$ cat src/rtl/u2f_pkg.sv
package u2f_pkg;
    localparam int F_EXP_W = 8;
    localparam int F_MAN_W = 23;
    localparam int F_BIAS  = 127;
    localparam int SIG_W   = F_MAN_W + 1;

    typedef struct packed {
        logic               sign;
        logic [F_EXP_W-1:0] exp;
        logic [F_MAN_W-1:0] frac;
    } f32_t;

    // Float whose value is 2^23: the unit of its fraction field is exactly 1.
    localparam f32_t MAGIC = '{sign: 1'b0, exp: 8'(F_BIAS + F_MAN_W), frac: '0};

    function automatic logic [SIG_W-1:0] sig_of(input f32_t f);
        return {1'b1, f.frac};
    endfunction
endpackage

$ cat src/rtl/u2f_magic_sub.sv
module u2f_magic_sub
    import u2f_pkg::*;
(
    input  logic               clk,
    input  logic               rst,
    input  logic               chk_en,
    input  f32_t               minuend,
    output logic [SIG_W-1:0]   diff,
    output logic [F_EXP_W-1:0] exp_o
);
    // Float subtraction minuend - MAGIC. The operands share one exponent,
    // so no alignment shift is needed and the fraction difference is exact.
    assign diff  = sig_of(minuend) - sig_of(MAGIC);
    assign exp_o = minuend.exp;

    // the pattern entering the subtractor must line up with the constant
    // and leave a difference that fits in the low fraction bits.

    magic_align_chk: assert property (@(posedge clk) disable iff (rst)
        chk_en |-> (minuend.exp == MAGIC.exp && minuend.sign == MAGIC.sign
                    && diff[SIG_W-1] == 1'b0));
endmodule

$ cat src/rtl/u2f_lead_one.sv
module u2f_lead_one #(
    parameter  int W  = 16,
    localparam int PW = $clog2(W)
) (
    input  logic [W-1:0]  vec,
    output logic [PW-1:0] pos,
    output logic          none
);
    always_comb begin
        pos = '0;
        for (int i = 0; i < W; i++) begin
            if (vec[i]) pos = PW'(i);
        end
    end
    assign none = ~|vec;
endmodule

$ cat src/rtl/u2f_norm.sv
module u2f_norm
    import u2f_pkg::*;
#(
    parameter  int W  = 16,
    localparam int PW = $clog2(W)
) (
    input  logic [W-1:0]       sig,
    input  logic [PW-1:0]      pos,
    input  logic [F_EXP_W-1:0] exp_in,
    output logic [SIG_W-1:0]   man,
    output logic [F_EXP_W-1:0] exp_o
);
    localparam logic [4:0] TOP = 5'(F_MAN_W);

    // Move the leading one up to the hidden-bit position and rebase the
    // exponent: value = sig * 2^(exp_in - bias - F_MAN_W).
    assign man   = SIG_W'(sig) << (TOP - 5'(pos));
    assign exp_o = exp_in - F_EXP_W'(F_MAN_W) + F_EXP_W'(pos);
endmodule

$ cat src/rtl/u16_to_f32_pipe.sv
module u16_to_f32_pipe
    import u2f_pkg::*;
#(
    // Integer width; must stay at or below F_MAN_W for exact conversion.
    parameter  int IN_W = 16,
    localparam int PW   = $clog2(IN_W)
) (
    input  logic            clk,
    input  logic            rst,
    input  logic            in_valid,
    input  logic [IN_W-1:0] in_data,
    output logic            out_valid,
    output logic [31:0]     out_result
);
    // Stage 1: capture
    logic s1_v;  logic [IN_W-1:0] s1_d;
    // Stage 2: OR into magic pattern
    logic s2_v;  f32_t s2_w;
    // Stage 3: float subtract of 2^23
    logic s3_v;  logic [IN_W-1:0] s3_sig;  logic [F_EXP_W-1:0] s3_exp;
    // Stage 4: leading-one search
    logic s4_v;  logic [IN_W-1:0] s4_sig;  logic [F_EXP_W-1:0] s4_exp;
    logic [PW-1:0] s4_pos;  logic s4_zero;
    // Stage 5: normalise
    logic s5_v;  logic [SIG_W-1:0] s5_man;  logic [F_EXP_W-1:0] s5_exp;  logic s5_zero;
    // Stage 6: pack
    logic s6_v;  f32_t s6_res;

    logic [SIG_W-1:0]   sub_diff;
    logic [F_EXP_W-1:0] sub_exp;
    logic [PW-1:0]      lo_pos;
    logic               lo_none;
    logic [SIG_W-1:0]   nm_man;
    logic [F_EXP_W-1:0] nm_exp;

    u2f_magic_sub u_sub (
        .clk(clk), .rst(rst), .chk_en(s2_v),
        .minuend(s2_w), .diff(sub_diff), .exp_o(sub_exp)
    );

    u2f_lead_one #(.W(IN_W)) u_lead (
        .vec(s3_sig), .pos(lo_pos), .none(lo_none)
    );

    u2f_norm #(.W(IN_W)) u_norm (
        .sig(s4_sig), .pos(s4_pos), .exp_in(s4_exp),
        .man(nm_man), .exp_o(nm_exp)
    );

    // Valid chain: the only state that reset touches.
    always_ff @(posedge clk) begin
        if (rst) begin
            s1_v <= 1'b0; s2_v <= 1'b0; s3_v <= 1'b0;
            s4_v <= 1'b0; s5_v <= 1'b0; s6_v <= 1'b0;
        end else begin
            s1_v <= in_valid; s2_v <= s1_v; s3_v <= s2_v;
            s4_v <= s3_v;     s5_v <= s4_v; s6_v <= s5_v;
        end
    end

    // Data registers: one set per stage, written every cycle.
    always_ff @(posedge clk) begin
        s1_d    <= in_data;
        s2_w    <= f32_t'(MAGIC | 32'(s1_d));
        s3_sig  <= sub_diff[IN_W-1:0];
        s3_exp  <= sub_exp;
        s4_sig  <= s3_sig;
        s4_exp  <= s3_exp;
        s4_pos  <= lo_pos;
        s4_zero <= lo_none;
        s5_man  <= nm_man;
        s5_exp  <= nm_exp;
        s5_zero <= s4_zero;
        s6_res  <= s5_zero ? '0 : '{sign: 1'b0, exp: s5_exp, frac: s5_man[F_MAN_W-1:0]};
    end

    assign out_valid  = s6_v;
    assign out_result = s6_res;

    // ---------------- checks ----------------
    logic [2:0] age;
    always_ff @(posedge clk) begin
        if (rst)              age <= '0;
        else if (age != 3'd7) age <= age + 3'd1;
    end

    logic [SIG_W-1:0]   chk_sig;
    logic [F_EXP_W-1:0] chk_sh;
    logic [SIG_W-1:0]   chk_int;
    assign chk_sig = {1'b1, s6_res.frac};
    assign chk_sh  = 8'(F_BIAS + F_MAN_W) - s6_res.exp;
    assign chk_int = chk_sig >> chk_sh;


    reset_clear_chk: assert property (@(posedge clk)
        rst |=> !out_valid);


    latency_chk: assert property (@(posedge clk) disable iff (rst)
        (age >= 3'd6) |-> (out_valid == $past(in_valid, 6)));


    zero_result_chk: assert property (@(posedge clk) disable iff (rst)
        (age >= 3'd6 && out_valid && $past(in_data, 6) == '0) |-> (out_result == 32'h0));


    exact_value_chk: assert property (@(posedge clk) disable iff (rst)
        (age >= 3'd6 && out_valid && out_result != 32'h0) |->
            (s6_res.sign == 1'b0 && s6_res.exp >= 8'(F_BIAS)
             && s6_res.exp < 8'(F_BIAS + IN_W)
             && (chk_int << chk_sh) == chk_sig
             && chk_int == SIG_W'($past(in_data, 6))));


    hidden_bit_chk: assert property (@(posedge clk) disable iff (rst)
        s5_v |-> (s5_man[SIG_W-1] == !s5_zero));
endmodule

$ cat config.mk
export PLATFORM = sky130hd
export DESIGN_NAME = u16_to_f32_pipe
export DESIGN_NICKNAME = d
export VERILOG_FILES = /design/src/rtl/u2f_pkg.sv /design/src/rtl/u2f_magic_sub.sv /design/src/rtl/u2f_lead_one.sv /design/src/rtl/u2f_norm.sv /design/src/rtl/u16_to_f32_pipe.sv
export SDC_FILE = /design/constraint.sdc
export NUM_CORES = 1
export LEC_CHECK = 0
export BUFFER_PORTS_ARGS = -buffer_cell sky130_fd_sc_hd__buf_4
export CAP_MARGIN = 30
export CORE_MARGIN = 2
export CORE_UTILIZATION = 57
export CTS_BUF_LIST = sky130_fd_sc_hd__clkbuf_16
export DETAILED_ROUTE_END_ITERATION = 10
export PLACE_DENSITY_LB_ADDON = 0.3
export SETUP_SLACK_MARGIN = 0.1
export SLEW_MARGIN = 40
export SYNTH_ARGS = -nofsm -noshare
export SYNTH_HDL_FRONTEND = slang
export SYNTH_HIERARCHICAL = 1
export SYNTH_SLANG_ARGS = --single-unit
$ cat constraint.sdc
create_clock -name clk -period 2.86 [get_ports clk]
set_input_delay 0.143 -clock clk [delete_from_list [all_inputs] [get_ports clk]]
set_output_delay 0.143 -clock clk [all_outputs]
set_load 0.05 [all_outputs]
# Yosys cells after proc, flatten, opt, wreduce, memory -nomap -nowiden
# Cells that the tools add are included.
# word_totals
ff_bits,138
out_inout_bits,33
# op_classes
add_sub_neg,3
n_shift,1
muxes,14
reduce_logical,5
# op_table
operator,n
3-bit 2-to-1 mux,8
16-bit by 5-bit << shifter with 23-bit output,1
16-bit OR reduction,1
16-bit by 1-bit subtractor with 16-bit output (second input constant),1
7-bit by 4-bit adder with 8-bit output (first input constant),1
2-bit 2-to-1 mux,4
8-bit OR reduction,1
5-bit by 4-bit subtractor with 5-bit output (first input constant),1
4-bit OR reduction,1
1-bit 2-to-1 mux,2
2-bit OR reduction,1
1-bit zero test,1

# Longest topological paths before layout
# depth
word_depth,14
ltp_mapped,11

# Cells and area by module
# Netlist, hierarchy kept.
# modules_own_cells
module,area_per_inst_um2,instances,cells_per_inst
u16_to_f32_pipe,3363.2,1,197
u2f_norm,985.9,1,129
u2f_magic_sub,244.0,1,33
u2f_lead_one,161.4,1,29

# Worst setup path after synthesis
# Ideal clock, no wire load.
# synth_timing
kind,register to register
startpoint,register s4_pos[0]
endpoint,register s5_exp[7]
path_slack_ps,783
arrival_ps,1956
synth_period_minus_slack_ps,2077
n_path_buf,1
stages_incl_launch_ff,12
cell_sequence,dfxtp_1 buf_2 clkinv_1 ha_1 inv_1 ha_1 inv_1 fa_1 nand2b_1 a21oi_1 nor2_1 xnor2_1
# synth_between
elab_chain_len,1
# synth_lines
element,line_no,text
"start, declared",u16_to_f32_pipe.sv:23,logic [PW-1:0] s4_pos; logic s4_zero;
"start signal, assigned",u16_to_f32_pipe.sv:69,s4_pos <= lo_pos;
7-bit by 4-bit adder with 8-bit output,u2f_norm.sv:18,assign exp_o = exp_in - F_EXP_W'(F_MAN_W) + F_EXP_W'(pos);
net nm_exp[7],u16_to_f32_pipe.sv:34,logic [F_EXP_W-1:0] nm_exp;
"end signal, assigned",u16_to_f32_pipe.sv:72,s5_exp <= nm_exp;
"end, declared",u16_to_f32_pipe.sv:25,logic s5_v; logic [SIG_W-1:0] s5_man; logic [F_EXP_W-1:0] s5_exp; logic s5_zero;
# The timed path passes the listed nets, and every way through them passes these cells.
# A chain may end at the register's enable or synchronous reset.

# Worst setup path in the final report
# Same ends and word-level chain as after synthesis.

==> impl_metrics.toml <==
[status]
status = "finished, final reports clean"

[global_routing]
grt_pass1_wl_mm = 10.4
grt-ovfl-total = 0
grt_max_degree = 32
grt.total_usage_pct = 15.5
antenna_found_initial = 0
grt_pass1_vias = 2426

[drt]
drc_errors = 0
drt-initial-drc-count = 63
via_count = 2479
wl_per_cell_um = 11.1
via_per_inst = 4.51
ant_nets = 0
wl_mm = 6.12
dr.pass1.iters = 4

[cells_and_area]
nNetsFinal = 465
syn2layout_area_growth_pct = 21.6
n_antenna_cell = 0
regArea_sq_mm = 0.00306
fillers = 557
layout-drive-gt1-share_pct = 21.0
multi_input_area_sq_mm = 0.00125

[logic_synthesis]
syn_avg_cell_area_sq_um = 12.4
syn_area_sq_mm = 0.00463
yosysWarnings = 6
netlist_instances = 374

[power_and_ir_drop]
ir_drop_uv = 516
p_sw_share_pct = 25.0
internal_power_mw = 3.74
p_leak_nw = 2.57
p_comb_share_pct = 11.0
clockPowerShare_pct = 41.6
p_switching_mw = 1.25
power.density_mw_per_mm2 = 886
seqPwrFrac_pct = 47.4

[clocking]
cts_buffers = 17
post-cts-setup-buffer-count = 0
clock-sinks = 153
cts_tree = "yes"
ctsResizeCount = 0
postCtsHoldBufs = 18
clk_pin_slew_ps = 60
ctsHtreeMaxLevel = 4
root_buffer = "clkbuf_16"
cts_max_path_buffers = 2
clk_latency_ps = 400

[timing]
setup_tns_ps = 0
fin_ws_ps = 866
setup_violations = 0
final-hold-violation-count = 0
rsz0062_at_grt = "no"
slew_violations = 0
min_period_over_period_pct = 69.7
min_period_ps = 1990
skew_ps = 7.74
relSlewSlack_pct = 63.8
max_freq_mhz = 501
worstMarginPinSlew_ps = 538

[setup_path]
criticalPathCategory = "reg -> reg"
rr_endpoint = "s5_exp[7]"
crit_fanout = 6
r2r_slack_ps = 870
worstPathArrival_ps = 2280
worstPathRequired_ps = 3150
worstSetupEndpointType = "register"
critPathBufInv = 3
timing.rr.start = "s4_pos[0]"
timing.critical_path.cells = "clkinv_1 -> ha_1 -> inv_1 -> ha_1 -> inv_1 -> fa_1 -> nand2b_1 -> a21oi_1 -> nor2_1 -> xnor2_1"
path_delay_family = "adder cells"
cp_slowest_cell = "fa_1"
cp-start-kind = "register"
rr_worst_depth = 10
crit_path_max_incr_delay_ps = 400

[floorplanning]
start_util_pct = 59.3
dieWidth_um = 94.2
die_area_sq_mm = 0.00887
die_h_um = 94.2
num_rows = 32
core-area_sq_mm = 0.00781
io_pins = 52

[placed_design]
dpl_worst_slack_ps = 850
dp_hpwl_mm = 4.01
gp_congestion = 0.837
io_buffers = 50

[hold_path]
hold_start = "s4_zero"
hold_depth = 0
worstHoldPathType = "reg -> reg"
min_to = "s5_zero"

[run]
drv_cap = 0
==> registers in the layout (all words and copies together), names as in the netlist <==
signal,flops
s3_sig,16
s3_v,1
out_result,31
s4_sig,15
s5_man,23
s1_v,1
s4_exp,8
s2_v,1
s5_zero,1
s4_zero,1
s4_pos,4
s5_exp,8
s5_v,1
out_valid,1
s2_w,16
s1_d,16
s4_v,1
s3_exp,8
==> power groups by stage <==
stage	registers [mW]	logic, mW	clock network (mW)
floorplan	2.60	0.220	0
global placement	2.40	0.524	0
detailed placement	2.41	0.529	0
CTS	2.37	0.552	2.11
global route	2.38	0.590	2.22
finish	2.36	0.550	2.07
==> cell usage in the layout, fill, tap and decap left out, types with 2 or more instances in the layout <==
| master | count |
|---|---|
| a21o_1 | 2 |
| a21oi_1 | 6 |
| and2_1 | 3 |
| buf_4 | 52 |
| clkbuf_16 | 17 |
| clkinv_1 | 3 |
| clkinv_4 | 3 |
| clkinvlp_4 | 2 |
| conb_1 | 17 |
| dfxtp_1 | 152 |
| dlygate4sd3_1 | 18 |
| ha_1 | 10 |
| inv_1 | 14 |
| inv_6 | 4 |
| inv_8 | 2 |
| mux2_2 | 3 |
| mux2_4 | 4 |
| mux2i_1 | 14 |
| mux4_2 | 3 |
| nand2_1 | 11 |
| nand2b_1 | 5 |
| nand3_1 | 5 |
| nor2_1 | 24 |
| nor2b_1 | 37 |
| nor4_1 | 3 |
| o21a_1 | 2 |
| o21ai_0 | 4 |
| o221ai_1 | 2 |
| o31ai_1 | 2 |
| o32a_1 | 2 |
| xnor2_1 | 6 |
==> metal layers <==
| layer | vias up | global-route usage (%) | wire (um) |
|---|---|---|---|
| li1 | 1295 | - | - |
| met1 | 1117 | 17.4 | 2690 |
| met2 | 60 | 26.3 | 3050 |
| met3 | 7 | 5.70 | 290 |
| met4 | 0 | 6.88 | 87 |
| met5 | - | 0 | 0 |
==> area by class of cell <==
class	count	area share, %
clock buffer	17	7.55
clock inverter	15	2.51
inverter	15	1.00
multi-input combinational	178	22.1
sequential	153	54.4
tap	102	2.27
timing repair buffer	70	10.1
==> worst max-delay path by stage <==
stage          startpoint  slack (ps)        end  depth (start not counted)
3_3_place_gp    s4_pos[0]         920  s5_exp[7]                         10
3_5_place_dp    s4_pos[0]         850  s5_exp[7]                         10
4_1_cts         s4_pos[0]         860  s5_exp[7]                         10
5_1_grt         s4_pos[0]         680  s5_exp[7]                         10
6_report        s4_pos[0]         870  s5_exp[7]                         10
2_1_floorplan   s4_pos[0]         810  s5_exp[7]                         11
==> worst reg2reg max path, stage by stage, from the launching register on <==
cell and delay [ps]:
dfxtp_1 330, clkinv_1 170, ha_1 250, inv_1 50, ha_1 150, inv_1 60
fa_1 400, nand2b_1 180, a21oi_1 130, nor2_1 60, xnor2_1 120
==> stage by stage <==
stage / cell area, sq um / power, mW / hold slack (ps) / utilization [%] / cells
global placement: 4880 / 2.93 / 247 / 62.5 / 500
global route: 5630 / 5.19 / 329 / 72.1 / 550
CTS: 5630 / 5.03 / 322 / 72.1 / 550
floorplan: 4690 / 2.82 / 171 / - / 388
finish: 5630 / 4.99 / 322 / 72.1 / 550
detailed placement: 4880 / 2.94 / 249 / 62.6 / 500
(Power assumes the default switching activity.)
